`src/rtl/tbase_gen.sv`:
```
module tbase_gen #(
  parameter int PW    = 16,
  parameter int PULSE = 16
) (
  input  logic          clk,
  input  logic          rst_n,
  input  logic          mode_ext,
  input  logic          use_sw,
  input  logic [PW-1:0] period,
  input  logic          sw_req,
  input  logic          stat_clr,
  input  logic          pin_in,
  output logic          pin_out,
  output logic          pin_oe,
  output logic          tick,
  output logic          stat
);
  localparam int PCW = $clog2(PULSE + 1);
  localparam logic [PCW-1:0] PLOAD = PCW'(PULSE);

  logic [PW-1:0]  cnt;
  logic [PCW-1:0] pcnt;
  logic           s0, s1, s_prev;

  wire run_tmr = !mode_ext && !use_sw && (period != '0);
  wire tmr_hit = run_tmr && (cnt >= period - PW'(1));
  wire ev_int  = use_sw ? sw_req : tmr_hit;
  wire ev_ext  = s1 & ~s_prev;
  wire ev      = mode_ext ? ev_ext : ev_int;

  always_ff @(posedge clk or negedge rst_n)
    if (!rst_n)                   cnt <= '0;
    else if (!run_tmr || tmr_hit) cnt <= '0;
    else                          cnt <= cnt + PW'(1);

  always_ff @(posedge clk or negedge rst_n)
    if (!rst_n) begin
      s0     <= 1'b0;
      s1     <= 1'b0;
      s_prev <= 1'b0;
    end else begin
      s0     <= pin_in;
      s1     <= s0;
      s_prev <= s1;
    end

  always_ff @(posedge clk or negedge rst_n)
    if (!rst_n)            pcnt <= '0;
    else if (mode_ext)     pcnt <= '0;
    else if (ev)           pcnt <= PLOAD;
    else if (pcnt != '0)   pcnt <= pcnt - PCW'(1);

  always_ff @(posedge clk or negedge rst_n)
    if (!rst_n) begin
      tick <= 1'b0;
      stat <= 1'b0;
    end else begin
      tick <= ev;
      stat <= ev | (stat & ~stat_clr);
    end

  assign pin_oe  = ~mode_ext;
  assign pin_out = ~mode_ext & (pcnt != '0);
endmodule

```
`config.mk`:
```
export PLATFORM = sky130hd
export DESIGN_NAME = tbase_gen
export DESIGN_NICKNAME = d
export VERILOG_FILES = /design/src/rtl/tbase_gen.sv
export SDC_FILE = /design/constraint.sdc
export NUM_CORES = 1
export LEC_CHECK = 0
export BUFFER_PORTS_ARGS = -buffer_cell sky130_fd_sc_hd__buf_4
export CAP_MARGIN = 20
export CORE_MARGIN = 5
export CORE_UTILIZATION = 40
export CTS_BUF_LIST = sky130_fd_sc_hd__clkbuf_4 sky130_fd_sc_hd__clkbuf_8
export CTS_CLUSTER_SIZE = 20
export DETAILED_ROUTE_END_ITERATION = 6
export SETUP_SLACK_MARGIN = 0.5
export SLEW_MARGIN = 40
export SYNTH_ARGS = -nofsm -noshare
export SYNTH_HDL_FRONTEND = slang
export SYNTH_SLANG_ARGS = --single-unit
```
`constraint.sdc`:
```
create_clock -name clk -period 2.3 [get_ports clk]
set_input_delay 0.23 -clock clk [delete_from_list [all_inputs] [get_ports clk]]
set_output_delay 0.23 -clock clk [all_outputs]
set_load 0.1 [all_outputs]
```
# ---- Yosys cells after proc, flatten, opt, wreduce, memory -nomap -nowiden
# Cells that the tools add are included.
dict set report word_totals {
  wordCells 34
  in_bits 23
  reg_bits 26
}
dict set report classes {
  add_sub_neg 3
  n_bitwise 7
  muxes 6
  reduce_logical 10
  n_lt_le_gt_ge 1
}
# cell count
set ops {}
lappend ops {{adder 16 x 1 -> 16 bit, second input constant} 1}
lappend ops {{greater-or-equal comparator 16 bit} 1}
lappend ops {{two-way mux 16 bit} 1}
lappend ops {{nonzero test 16 bit} 1}
lappend ops {{subtractor 16 x 1 -> 16 bit, second input constant} 1}
lappend ops {{two-way mux 5 bit} 3}
lappend ops {{nonzero test 5 bit} 1}
lappend ops {{subtractor 5 x 1 -> 5 bit, second input constant} 1}
lappend ops {{AND 1 bit} 3}
lappend ops {{logical AND 1 bit} 3}
lappend ops {{zero test 1 bit} 3}
lappend ops {{NOT 1 bit} 3}
lappend ops {{nonzero test 3 bit} 1}
lappend ops {{two-way mux 1 bit} 2}
lappend ops {{logical OR 1 bit} 1}
lappend ops {{bitwise OR 1 bit} 1}

# ---- Logic depth before layout (Yosys ltp)
# Gate-level depths: netlist (run 1).
dict set report depth {
  word_depth 8
  depth_mapped 13
  depth_no_buf 12
}

# ---- Least setup slack after synthesis (run 1)
# Ideal clock, no wire load.
dict set report synth_path {
  kind {input to register}
  from {in period[10]}
  to {reg pcnt[4]}
  n_path_buf 0
  stages 10
  path_slack_ns -0.542
  t_arrival_ns 2.718
  cell_sequence {or3_2 or2_2 nor3_1 xnor2_1 ha_1 a21oi_1 nor2_1 a211oi_1 a31oi_2 or2_1}
}
dict set report synth_between {
  elab_chain_cells 7
}
# item line_no
set synth_lines {}
lappend synth_lines {{from (decl)} 9} ;# input logic [PW-1:0] period,
lappend synth_lines {{subtractor 16 x 1 -> 16 bit or nonzero test 16 bit (tied branches)} {26, 25}}
lappend synth_lines {{greater-or-equal comparator 16 bit or logical AND 1 bit (tied branches)} {26, 25}}
lappend synth_lines {{logical AND 1 bit (*)} 26} ;# wire tmr_hit = run_tmr && (cnt >= period - PW'(1));
lappend synth_lines {{two-way mux 1 bit (*)} 27} ;# wire ev_int = use_sw ? sw_req : tmr_hit;
lappend synth_lines {{two-way mux 1 bit (*)} 29} ;# wire ev = mode_ext ? ev_ext : ev_int;
lappend synth_lines {{two-way mux 5 bit} 50} ;# else if (ev) pcnt <= PLOAD;
lappend synth_lines {{two-way mux 5 bit} 49} ;# else if (mode_ext) pcnt <= '0;
lappend synth_lines {{to (signal assigned)} 51} ;# else if (pcnt != '0) pcnt <= pcnt - PCW'(1);
lappend synth_lines {{to (decl)} 22} ;# logic [PCW-1:0] pcnt;
# Every way passes the cells marked *; elsewhere a longest branch is shown, timed or not.
# A chain may end at the register's enable or synchronous reset.

# ---- Final worst setup path (run 1)
dict set report layout_path {
  from {in period[11]}
  to {reg tick}
}
dict set report layout_between {
  elab_chain_cells 5
}
# item line_no
set layout_lines {}
lappend layout_lines {{subtractor 16 x 1 -> 16 bit or nonzero test 16 bit (tied branches)} {26, 25}}
lappend layout_lines {{greater-or-equal comparator 16 bit or logical AND 1 bit (tied branches)} {26, 25}}
lappend layout_lines {{logical AND 1 bit (*)} 26}
lappend layout_lines {{two-way mux 1 bit (*)} 27}
lappend layout_lines {{two-way mux 1 bit (*)} 29}
lappend layout_lines {{named net ev} 29}
lappend layout_lines {{to (signal assigned)} 58} ;# tick <= ev;
lappend layout_lines {{to (decl)} 15} ;# output logic tick,
# The timed path passes the listed nets; every way through them passes the cells marked *.

==> reports/metrics.cfg, run 1 <==
[global_route]
grt_usage_pct = 14.38
grt_max_degree = 27
grt-ovfl-total = 0
grt_pass1_vias = 1597
grt_pass1_wl_um = 7300
grt_antenna_before_repair = 0

[logic_synthesis]
avgSynthCellArea_um2 = 9.556
seq_area_frac_synth_pct = 34.74
post_synth_fa_ha_maj_area_fraction_pct = 13.36
yosys.area_share.xor_xnor_pct = 13.56
synthesis.area_um2 = 1873
ys.flop_type = dfrtp_1
synth_compound_area_share_pct = 7.482
synth_top_family_by_area = simple AND/OR/NAND/NOR gates
synth-seq-cells = 26
synth_edf_count = 0
synthesis.nets = 239
ys_warn_count = 0
synth.area.top_cells = dfrtp_1 35%, ha_1 13%, xnor2_1 8.4%
synth_top_cell_by_area = dfrtp_1
syn_inst = 196
synth_mux_area_share_pct = 0.5344
yosys.area.top_type_share_pct = 34.74
synth_cell_types = 38
async_flop_share_pct = 100.0
yosys.area_share.simple_pct = 27.45

[setup_path]
r2r_slack_ps = 190
cp-end-kind = register
critPathArrivalTime_ps = 2580
crit_fanout = 7
required_ps = 2460
timing_worst_setup_path_type = in -> reg
critPathLaunchType = input pin

[finish]
diodes = 0
nFillCells = 384
area_growth_pct = 51.90
design_area_um2 = 2845
final_cells = 320
nets = 312
drive_gt1_share_pct = 44.03

[power_and_ir_drop]
p_leak_nw = 1.231
power.density_nw_per_um2 = 516.0
peakVddDrop_uv = 378.5

[die]
io_pins = 27
start_util_pct = 42.15
rows = 24
coreArea_um2 = 4444
die_x_um = 78.43
dieHeight_um = 78.43
die_area_um2 = 6151

[timing]
rsz0062_at_grt = true
max-slew-margin-rel_pct = 74.65
max_slew.worst_pin.slew_ps = 370.6
fin_setup_tns_ps = -1810
fin_skew_ps = 1.925
max_freq_ghz = 0.4138
drv_slew = 0
setup_viol_count_final = 23
whs_ps = 58.57
finalWorstSetupSlack_ps = -116.4
min_period_ps = 2416
hold_viol = 0
period_share_pct = 105.1

[detailed_routing]
vias = 1614
route.detailed.drc = 0
totalWireLength_um = 4140
dr.pass1.iters = 4
drtAntennaViolNets = 0
viasPerCell = 5.044
detail_route.wl_per_cell_um = 12.94
drt_iter0_drc = 59

[place]
placed_cell_area_um2 = 2461
hpwl_um = 3214
gp_congestion = 0.7625
port_buffers = 26
placed_cells = 306

[clock_network]
clk_transition_reported_paths_ps = 90
htreeDepth = 1
cts_buffers = 3
cts_tree = done
clockRootBuffer = clkbuf_8
clock_sinks = 26
cts_max_path_buffers = 2
clock_latency_ps = 270

[worst_hold_path]
min_path_type = in -> reg

[flow_run]
maxCapViolCount = 0

[status]
violations = setup timing
status = finished with violations

==> where the power goes <==
| group | internal (mW) | total (mW) | switching (mW) |
|---|---|---|---|
| registers | 0.491 | 0.520 | 0.0285 |
| clock network | 0.233 | 0.377 | 0.144 |
| logic | 0.268 | 0.571 | 0.303 |
| total | 0.992 | 1.47 | 0.476 |
==> worst paths after layout <==
kind,startpoint,to,depth (start not counted)
setup / recovery,period[11],tick$_DFF_PN0_,14
hold / removal,pin_in,s0$_DFF_PN0_,1
setup reg to reg,cnt[0]$_DFF_PN0_,tick$_DFF_PN0_,9
hold reg to reg,s0$_DFF_PN0_,s1$_DFF_PN0_,0
max in group asynchronous,rst_n,cnt[5]$_DFF_PN0_,2
min in group asynchronous,rst_n,cnt[9]$_DFF_PN0_,2
==> cell usage after synthesis, types with 2 or more instances <==
library cell and n:
nand4_1 3, o21ai_0 2, nor4_2 2, dfrtp_1 26, nand2_1 17, or2_1 3, a21oi_1 8, and3_1 4
xor2_1 11, nand3_1 5, nor4_1 2, nor3_1 13, or3_1 3, ha_1 20, xnor2_1 18, nor2_1 20
inv_1 9, nor2_2 10
==> registers in the layout, indices dropped and copies added (netlist names) <==
signal  flops
s1          1
stat        1
tick        1
s0          1
pcnt        5
cnt        16
s_prev      1
==> final cells by class <==
cell class                 instances  area (µm²)  area share (%)
multi-input combinational        160        1420           49.91
sequential                        26       650.6           22.87
timing repair buffer              69       599.3           21.06
tap                               52       65.06           2.287
clock buffer                       3       41.29           1.451
inverter                           9       38.79           1.363
clock inverter                     1       30.03           1.055
==> per-stage QoR <==
step | total power, mW | worst slack, ps | utilization [%]
2_1_floorplan | 0.8434 | -130.3 | -
3_3_place_gp | 1.016 | -350.1 | 55.38
3_5_place_dp | 1.018 | -482.2 | 55.38
4_1_cts | 1.430 | -137.3 | 61.29
5_1_grt | 1.560 | -199.3 | 64.02
6_report | 1.468 | -116.4 | 64.02
==> worst max-delay path, stage by stage <==
cell      delay [ps]
buf_4            110
or3_1            380
or2_1            270
nor2_4           140
xnor2_2           70
ha_1             320
buf_6            130
buf_6            110
nand2_2           50
nor2_2            40
a211oi_2         210
buf_4            170
a31oi_4          130
or2_1            240
==> cells by family (layout without fill, tap and decap cells) <==
group | after synthesis | in the layout
xor gates and xnor gates | 29 | 29
and+or+nand+nor | 92 | 92
AOI/OAI and AO/OA | 18 | 18
DFF | 26 | 26
buffers and inverters | 10 | 82
adders and majority gates | 20 | 20
muxes | 1 | 1
==> metal layers <==
metal / track usage (%) / vias to the layer above / wire [µm]
li1: - / 828 / -
met2: 24.32 / 12 / 2150
met5: 0 / - / 0
met3: 3.089 / 2 / 105
met4: 1.573 / 0 / 10
met1: 19.57 / 772 / 1873
==> layout by cell type, fill, tap and decap left out, types with 4 or more instances in the layout <==
cell type / count
dfrtp_1: 26
nor2_4: 17
buf_6: 7
xor2_1: 10
xnor2_1: 17
nor2_1: 11
inv_1: 6
a21oi_1: 7
nor3_1: 8
nand2_1: 14
ha_1: 19
nand3_1: 5
buf_4: 56
and3_1: 4
==> timing repair <==
item	in CTS	in global routing
hold buffers	1	0
setup endpoints to repair	24	24
hold endpoints to repair	26	0
setup buffers	7	2
pin swaps	36	17
resized for setup	33	22
Power figures use the tool's default switching activity.
==> inputs of run 2 (changes only) <==
==> constraint.sdc (replaced) <==
create_clock -name clk -period 3.1 [get_ports clk]
set_input_delay 0.31 -clock clk [delete_from_list [all_inputs] [get_ports clk]]
set_output_delay 0.31 -clock clk [all_outputs]
set_load 0.1 [all_outputs]
==> run 2 against run 1 <==
Net effect:
- the flow now finishes without violations
- final area is 14% lower
- highest routed layer unchanged
- die area stayed put
- clock power is 51% lower
- power is 38% lower
- largest cell class unchanged
- sequential share of layout area is 3.6 points higher
- global-route usage is 1.5 points lower
==> reports/metrics.cfg, run 2 (synthesis gave the netlist of run 1 again) <==
[setup_path]
cp-end-kind = register  ; unchanged
crit_slowest_cell = nor4_4  ; was or3_1
worstPathCellList = buf_8 -> nor4_4 -> nand2_1 -> or2_4 -> nor3_2 -> xnor2_1 -> ha_1 -> nand4_1 -> nor3_2 -> nand4b_1 -> nand4b_4 -> clkbuf_16 -> nor2_2  ; was buf_4 -> or3_1 -> or2_1 -> nor2_4 -> xnor2_2 -> ha_1 -> buf_6 -> buf_6 -> nand2_2 -> nor2_2 -> a211oi_2 -> buf_4 -> a31oi_4 -> or2_1
crit_fanout = 8  ; was 7
path_buf_inv = 2  ; was 4
cpLargestDelayFamily = simple AND/OR/NAND/NOR gates  ; unchanged
cpMostUsedCell = nor3_2
critPathLaunchType = input pin  ; unchanged
timing_worst_setup_path_type = in -> reg  ; unchanged
max_stage_delay_ps = 330  ; was 380 ps
required_ps = 3260  ; was 2460 ps
critPathArrivalTime_ps = 2660  ; was 2580 ps

[place]
gp_congestion = 0.7624  ; was 0.7625
hpwl_um = 2805  ; was 3214 µm
port_buffers = 26  ; unchanged
place_ws_ps = 92.81  ; was -482.2 ps

[finish]
mostFrequentLayoutCell = buf_4  ; unchanged
drive_gt1_share_pct = 31.51  ; was 44.03%
final_util_pct = 55.32  ; was 64.02%
largest_reg_flops = 16  ; unchanged
layout_common_cells = 31 x buf_4, 26 x dfrtp_1, 19 x nor2_1, 19 x ha_1, 18 x xnor2_1  ; was 56 x buf_4, 26 x dfrtp_1, 19 x ha_1
reg.largest.list = cnt: 16 flops, pcnt: 5 flops  ; unchanged
regMostFlops = cnt  ; unchanged
area_growth_pct = 31.26  ; was 51.90%
nets = 283  ; was 312
diodes = 0  ; unchanged

[timing]
hold_viol = 0  ; unchanged
drv_slew = 0  ; unchanged
max-slew-margin-rel_pct = 56.31  ; was 74.65%
max_slew.worst_pin.slew_ps = 653.6  ; was 370.6 ps
setup_viol_count_final = 0  ; was 23
max_freq_ghz = 0.3995
finalWorstSetupSlack_ps = 597.0  ; was -116.4 ps
rsz0062_at_grt = true  ; unchanged
period_share_pct = 80.74
fin_skew_ps = 2.089  ; was 1.925 ps
fin_setup_tns_ps = 0  ; was -1810 ps
min_period_ps = 2503

[power_and_ir_drop]
combPwrFrac_pct = 37.2  ; was 38.9%
clkPwrFrac_pct = 20.2  ; was 25.7%
power.density_nw_per_um2 = 367.9  ; was 516.0 nW/µm²
switching_share_pct = 34.68  ; was 32.41%
power_switching_mw = 0.3137  ; was 0.4759 mW
peakVddDrop_uv = 203.1  ; was 378.5 µV
internal_power_mw = 0.5909  ; was 0.9923 mW
seq_power_share_pct = 42.6  ; was 35.4%
p_leak_nw = 1.070  ; was 1.231 nW

[die]
coreArea_um2 = 4444  ; unchanged
io_pins = 27  ; unchanged
die_area_um2 = 6151  ; unchanged
start_util_pct = 42.15  ; unchanged
die_x_um = 78.43  ; unchanged
rows = 24  ; unchanged
dieHeight_um = 78.43  ; unchanged

[detailed_routing]
drt_iter0_drc = 22  ; was 59
totalWireLength_um = 3794  ; was 4140 µm
drtAntennaViolNets = 0  ; unchanged
vias = 1459  ; was 1614
detail_route.wl_per_cell_um = 13.08  ; was 12.94 µm
route.detailed.drc = 0  ; unchanged
viasPerCell = 5.031  ; was 5.044
dr.pass1.iters = 4  ; unchanged

[clock_network]
cts_max_path_buffers = 2  ; unchanged
clockRootBuffer = clkbuf_8  ; unchanged
htreeDepth = 1  ; unchanged
clk_transition_reported_paths_ps = 80  ; was 90 ps
clock_sinks = 26  ; unchanged
cts_buffers = 3  ; unchanged
cts_tree = done  ; unchanged
clock_latency_ps = 260  ; was 270 ps

[worst_hold_path]
min_path_type = in -> reg  ; unchanged

[global_route]
grt_max_degree = 27  ; unchanged
grt_pass1_wl_um = 6492  ; was 7300 µm
grt_antenna_before_repair = 0  ; unchanged
grt-ovfl-total = 0  ; unchanged
grt_pass1_vias = 1431  ; was 1597
grt_usage_pct = 12.92  ; was 14.38%

[status]
status = complete, no violations  ; was finished with violations

[flow_run]
maxCapViolCount = 0  ; unchanged

## run 2: cell types whose count changed in the layout (fill, tap and decap cells not counted), moves of 2 or more
cell and delta:
buf_12 -2, buf_6 -2, buf_4 -25, nand2_1 +2, nor2_2 +5, nor2_4 -13
nor2_1 +8, nand2_2 -3
## run 2: stage by stage
step	instances	cell area (µm²)	hold slack (ps)	total power, mW
finish	290	2459	145.7	0.9046
global route	290	2459	135.7	0.9619
CTS	285	2349	136.9	0.9099
detailed placement	275	2180	242.1	0.7051
global placement	275	2180	239.0	0.7066
floorplan	196	1912	14.41	0.6198
## run 2: what timing repair did
| item | in CTS | in global routing |
|---|---|---|
| setup buffers | 6 | 4 |
| hold endpoints to repair | 26 | 0 |
| endpoints found under the setup margin | 23 | 23 |
| resized for setup | 14 | 13 |
| gates cloned | 0 | 1 |
| pin swaps | 12 | 14 |
| hold buffers | 1 | 0 |
## run 2: layer usage
layer	vias to the layer above	global-route usage [%]	wire [µm]
li1	772	-	-
met1	674	16.68	1742
met2	8	22.52	1941
met3	5	2.517	82
met4	0	2.622	28
met5	-	0	0
## run 2: final timing paths
kind,to,cells after the start,slack [ps],start
min in group asynchronous,s0$_DFF_PN0_,2,480,rst_n
hold / removal,s0$_DFF_PN0_,1,150,pin_in
setup reg to reg,tick$_DFF_PN0_,7,880,cnt[0]$_DFF_PN0_
hold reg to reg,s1$_DFF_PN0_,0,360,s0$_DFF_PN0_
max in group asynchronous,cnt[12]$_DFF_PN0_,2,2380,rst_n
setup / recovery,cnt[8]$_DFF_PN0_,13,600,period[4]
## run 2: final cells by class
cell class / count / area (µm²)
clock buffers: 3 / 41.29
multi-input cells: 160 / 1306
repair buffers: 40 / 359.1
flip-flops and latches: 26 / 650.6
well taps: 52 / 65.06
inverters: 9 / 36.28
fillers: 411 / 1986
## run 2: worst reg2reg max path, stage by stage (launching register included)
cell	delay (ps)
dfrtp_1	480
inv_1	80
ha_1	260
nand2b_1	140
a2111oi_0	440
nand4b_1	280
a31oi_4	170
or2_1	260
## run 2: power groups by stage
stage | Clock, mW | Sequential, mW | Combinational [mW]
detailed placement | 0 | 0.392 | 0.313
global placement | 0 | 0.392 | 0.315
floorplan | 0 | 0.405 | 0.215
global route | 0.201 | 0.391 | 0.370
finish | 0.183 | 0.385 | 0.336
CTS | 0.195 | 0.386 | 0.329
==> inputs of run 3 (changes only) <==
==> constraint.sdc (replaced) <==
create_clock -name clk -period 2.1 [get_ports clk]
set_input_delay 0.21 -clock clk [delete_from_list [all_inputs] [get_ports clk]]
set_output_delay 0.21 -clock clk [all_outputs]
set_load 0.1 [all_outputs]
==> run 3 against run 2 <==
Net effect:
- the run now ends with setup timing left
- combinational power is 100% higher
- worst hold slack worse by 110 ps
- clock-buffer cell count stayed put
- critical path type unchanged
- largest power group is now combinational logic
- first-iteration DRC count is 140% higher
- cell count is 14% higher
- final area is 19% higher
==> reports/metrics.cfg, run 3 (synthesis gave the netlist of run 1 again) <==
[finish]
nFillCells = 347  ; was 411
largest_reg_flops = 16  ; unchanged
layout_common_cells = 66 x buf_4, 26 x dfrtp_1, 18 x ha_1  ; was 31 x buf_4, 26 x dfrtp_1, 19 x nor2_1, 19 x ha_1, 18 x xnor2_1
reg.largest.list = cnt: 16 flops, pcnt: 5 flops  ; unchanged
final_cells = 331  ; was 290
design_area_um2 = 2929  ; was 2459 µm²
drive_gt1_share_pct = 46.95  ; was 31.51%
diodes = 0  ; unchanged
regMostFlops = cnt  ; unchanged
mostFrequentLayoutCell = buf_4  ; unchanged
area_growth_pct = 56.38  ; was 31.26%
final_util_pct = 65.91  ; was 55.32%
nets = 323  ; was 283

[detailed_routing]
dr.pass1.iters = 4  ; unchanged
viasPerCell = 4.982  ; was 5.031
drt_iter0_drc = 53  ; was 22
detail_route.wl_per_cell_um = 13.21  ; was 13.08 µm
totalWireLength_um = 4374  ; was 3794 µm
vias = 1649  ; was 1459
drtAntennaViolNets = 0  ; unchanged
route.detailed.drc = 0  ; unchanged

[setup_path]
crit_fanout = 7  ; was 8
max_stage_delay_ps = 290  ; was 330 ps
path_buf_inv = 4  ; was 2
cpLargestDelayFamily = simple AND/OR/NAND/NOR gates  ; unchanged
crit_slowest_cell = nor4_4  ; unchanged
timing_worst_setup_path_type = in -> reg  ; unchanged
cp-end-kind = register  ; unchanged
critPathArrivalTime_ps = 2580  ; was 2660 ps
worstPathCellList = buf_8 -> nor4_4 -> nand2_2 -> or2_4 -> nor3_4 -> xnor2_1 -> ha_1 -> nand4_1 -> buf_4 -> buf_6 -> buf_6 -> a2bb2oi_4 -> a31oi_4 -> or2_1  ; was buf_8 -> nor4_4 -> nand2_1 -> or2_4 -> nor3_2 -> xnor2_1 -> ha_1 -> nand4_1 -> nor3_2 -> nand4b_1 -> nand4b_4 -> clkbuf_16 -> nor2_2
required_ps = 2260  ; was 3260 ps
critPathLaunchType = input pin  ; unchanged
cpMostUsedCell = buf_6  ; was nor3_2

[global_route]
grt_pass1_vias = 1716  ; was 1431
grt_pass1_wl_um = 7527  ; was 6492 µm
grt_usage_pct = 14.77  ; was 12.92%
grt_max_degree = 27  ; unchanged
grt-ovfl-total = 0  ; unchanged
grt_antenna_before_repair = 0  ; unchanged

[status]
violations = setup timing
status = finished with violations  ; was complete, no violations

[clock_network]
clock_sinks = 26  ; unchanged
cts_max_path_buffers = 2  ; unchanged
clk_transition_reported_paths_ps = 90  ; was 80 ps
cts_tree = done  ; unchanged
htreeDepth = 1  ; unchanged
clock_latency_ps = 270  ; was 260 ps
clockRootBuffer = clkbuf_8  ; unchanged
cts_buffers = 3  ; unchanged

[flow_run]
maxCapViolCount = 0  ; unchanged

[power_and_ir_drop]
p_total_mw = 1.680  ; was 0.9046 mW
combPwrFrac_pct = 41.0  ; was 37.2%
clkPwrFrac_pct = 24.7  ; was 20.2%
peakVddDrop_uv = 373.6  ; was 203.1 µV
internal_power_mw = 1.124  ; was 0.5909 mW
p_leak_nw = 1.293  ; was 1.070 nW
power.density_nw_per_um2 = 573.6  ; was 367.9 nW/µm²
seq_power_share_pct = 34.3  ; was 42.6%
switching_share_pct = 33.12  ; was 34.68%
power_switching_mw = 0.5565  ; was 0.3137 mW

[die]
coreArea_um2 = 4444  ; unchanged
io_pins = 27  ; unchanged
die_area_um2 = 6151  ; unchanged
die_x_um = 78.43  ; unchanged
start_util_pct = 42.15  ; unchanged
rows = 24  ; unchanged
dieHeight_um = 78.43  ; unchanged

[timing]
fin_skew_ps = 3.783  ; was 2.089 ps
setup_viol_count_final = 23  ; was 0
period_share_pct = 114.8
max_freq_ghz = 0.4146
finalWorstSetupSlack_ps = -311.8  ; was 597.0 ps
max-slew-margin-rel_pct = 75.31  ; was 56.31%
max_slew.worst_pin.slew_ps = 360.9  ; was 653.6 ps
min_period_ps = 2412
drv_slew = 0  ; unchanged
rsz0062_at_grt = true  ; unchanged
hold_viol = 0  ; unchanged
whs_ps = 38.86  ; was 145.7 ps
fin_setup_tns_ps = -6458  ; was 0 ps

[place]
hpwl_um = 3253  ; was 2805 µm
gp_congestion = 0.7287  ; was 0.7624
port_buffers = 26  ; unchanged
place_ws_ps = -651.3  ; was 92.81 ps
placed_cell_area_um2 = 2490  ; was 2180 µm²
placed_cells = 308  ; was 275

[worst_hold_path]
min_path_type = in -> reg  ; unchanged

==> run 3: worst paths after layout <==
path	startpoint	end	slack, ps	cells past startpoint
setup reg to reg	cnt[0]$_DFF_PN0_	pcnt[4]$_DFFE_PN0P_	-30	8
hold / removal	pin_in	s0$_DFF_PN0_	40	1
max in group asynchronous	rst_n	stat$_DFF_PN0_	1480	2
min in group asynchronous	rst_n	cnt[8]$_DFF_PN0_	370	2
setup / recovery	period[1]	pcnt[4]$_DFFE_PN0P_	-310	14
hold reg to reg	s0$_DFF_PN0_	s1$_DFF_PN0_	360	0
==> run 3: repair_timing <==
action                                  4_1_cts  5_1_grt
setup buffers                                16        2
gates resized for setup                      35       18
cloned                                        0        0
hold buffers                                  1        0
pin swaps                                    32       15
hold endpoints to repair                     26        0
endpoints found under the setup margin       24       24
==> run 3: power groups by stage <==
stage / combinational [mW] / clock, mW / sequential (mW)
after floorplan: 0.347 / 0 / 0.603
after global placement: 0.540 / 0 / 0.581
after detailed placement: 0.546 / 0 / 0.583
after CTS: 0.657 / 0.421 / 0.575
after global routing: 0.747 / 0.445 / 0.582
final: 0.688 / 0.415 / 0.577
==> run 3: layer usage <==
layer / share of wire (%) / vias up / global-route usage [%]
met3: 2.3 / 2 / 2.746
met2: 54 / 10 / 27.14
met1: 43 / 788 / 18.79
li1: - / 849 / -
met4: 0.21 / 0 / 1.049
met5: 0 / - / 0
==> run 3: layout make-up <==
type,count,area [µm²],share of cell area (%)
multi-input cells,160,1424,48.61
repair buffers,80,681.9,23.28
flip-flops and latches,26,650.6,22.21
well taps,52,65.06,2.221
clock buffers,3,41.29,1.410
inverters,9,36.28,1.239
clock inverters,1,30.03,1.025
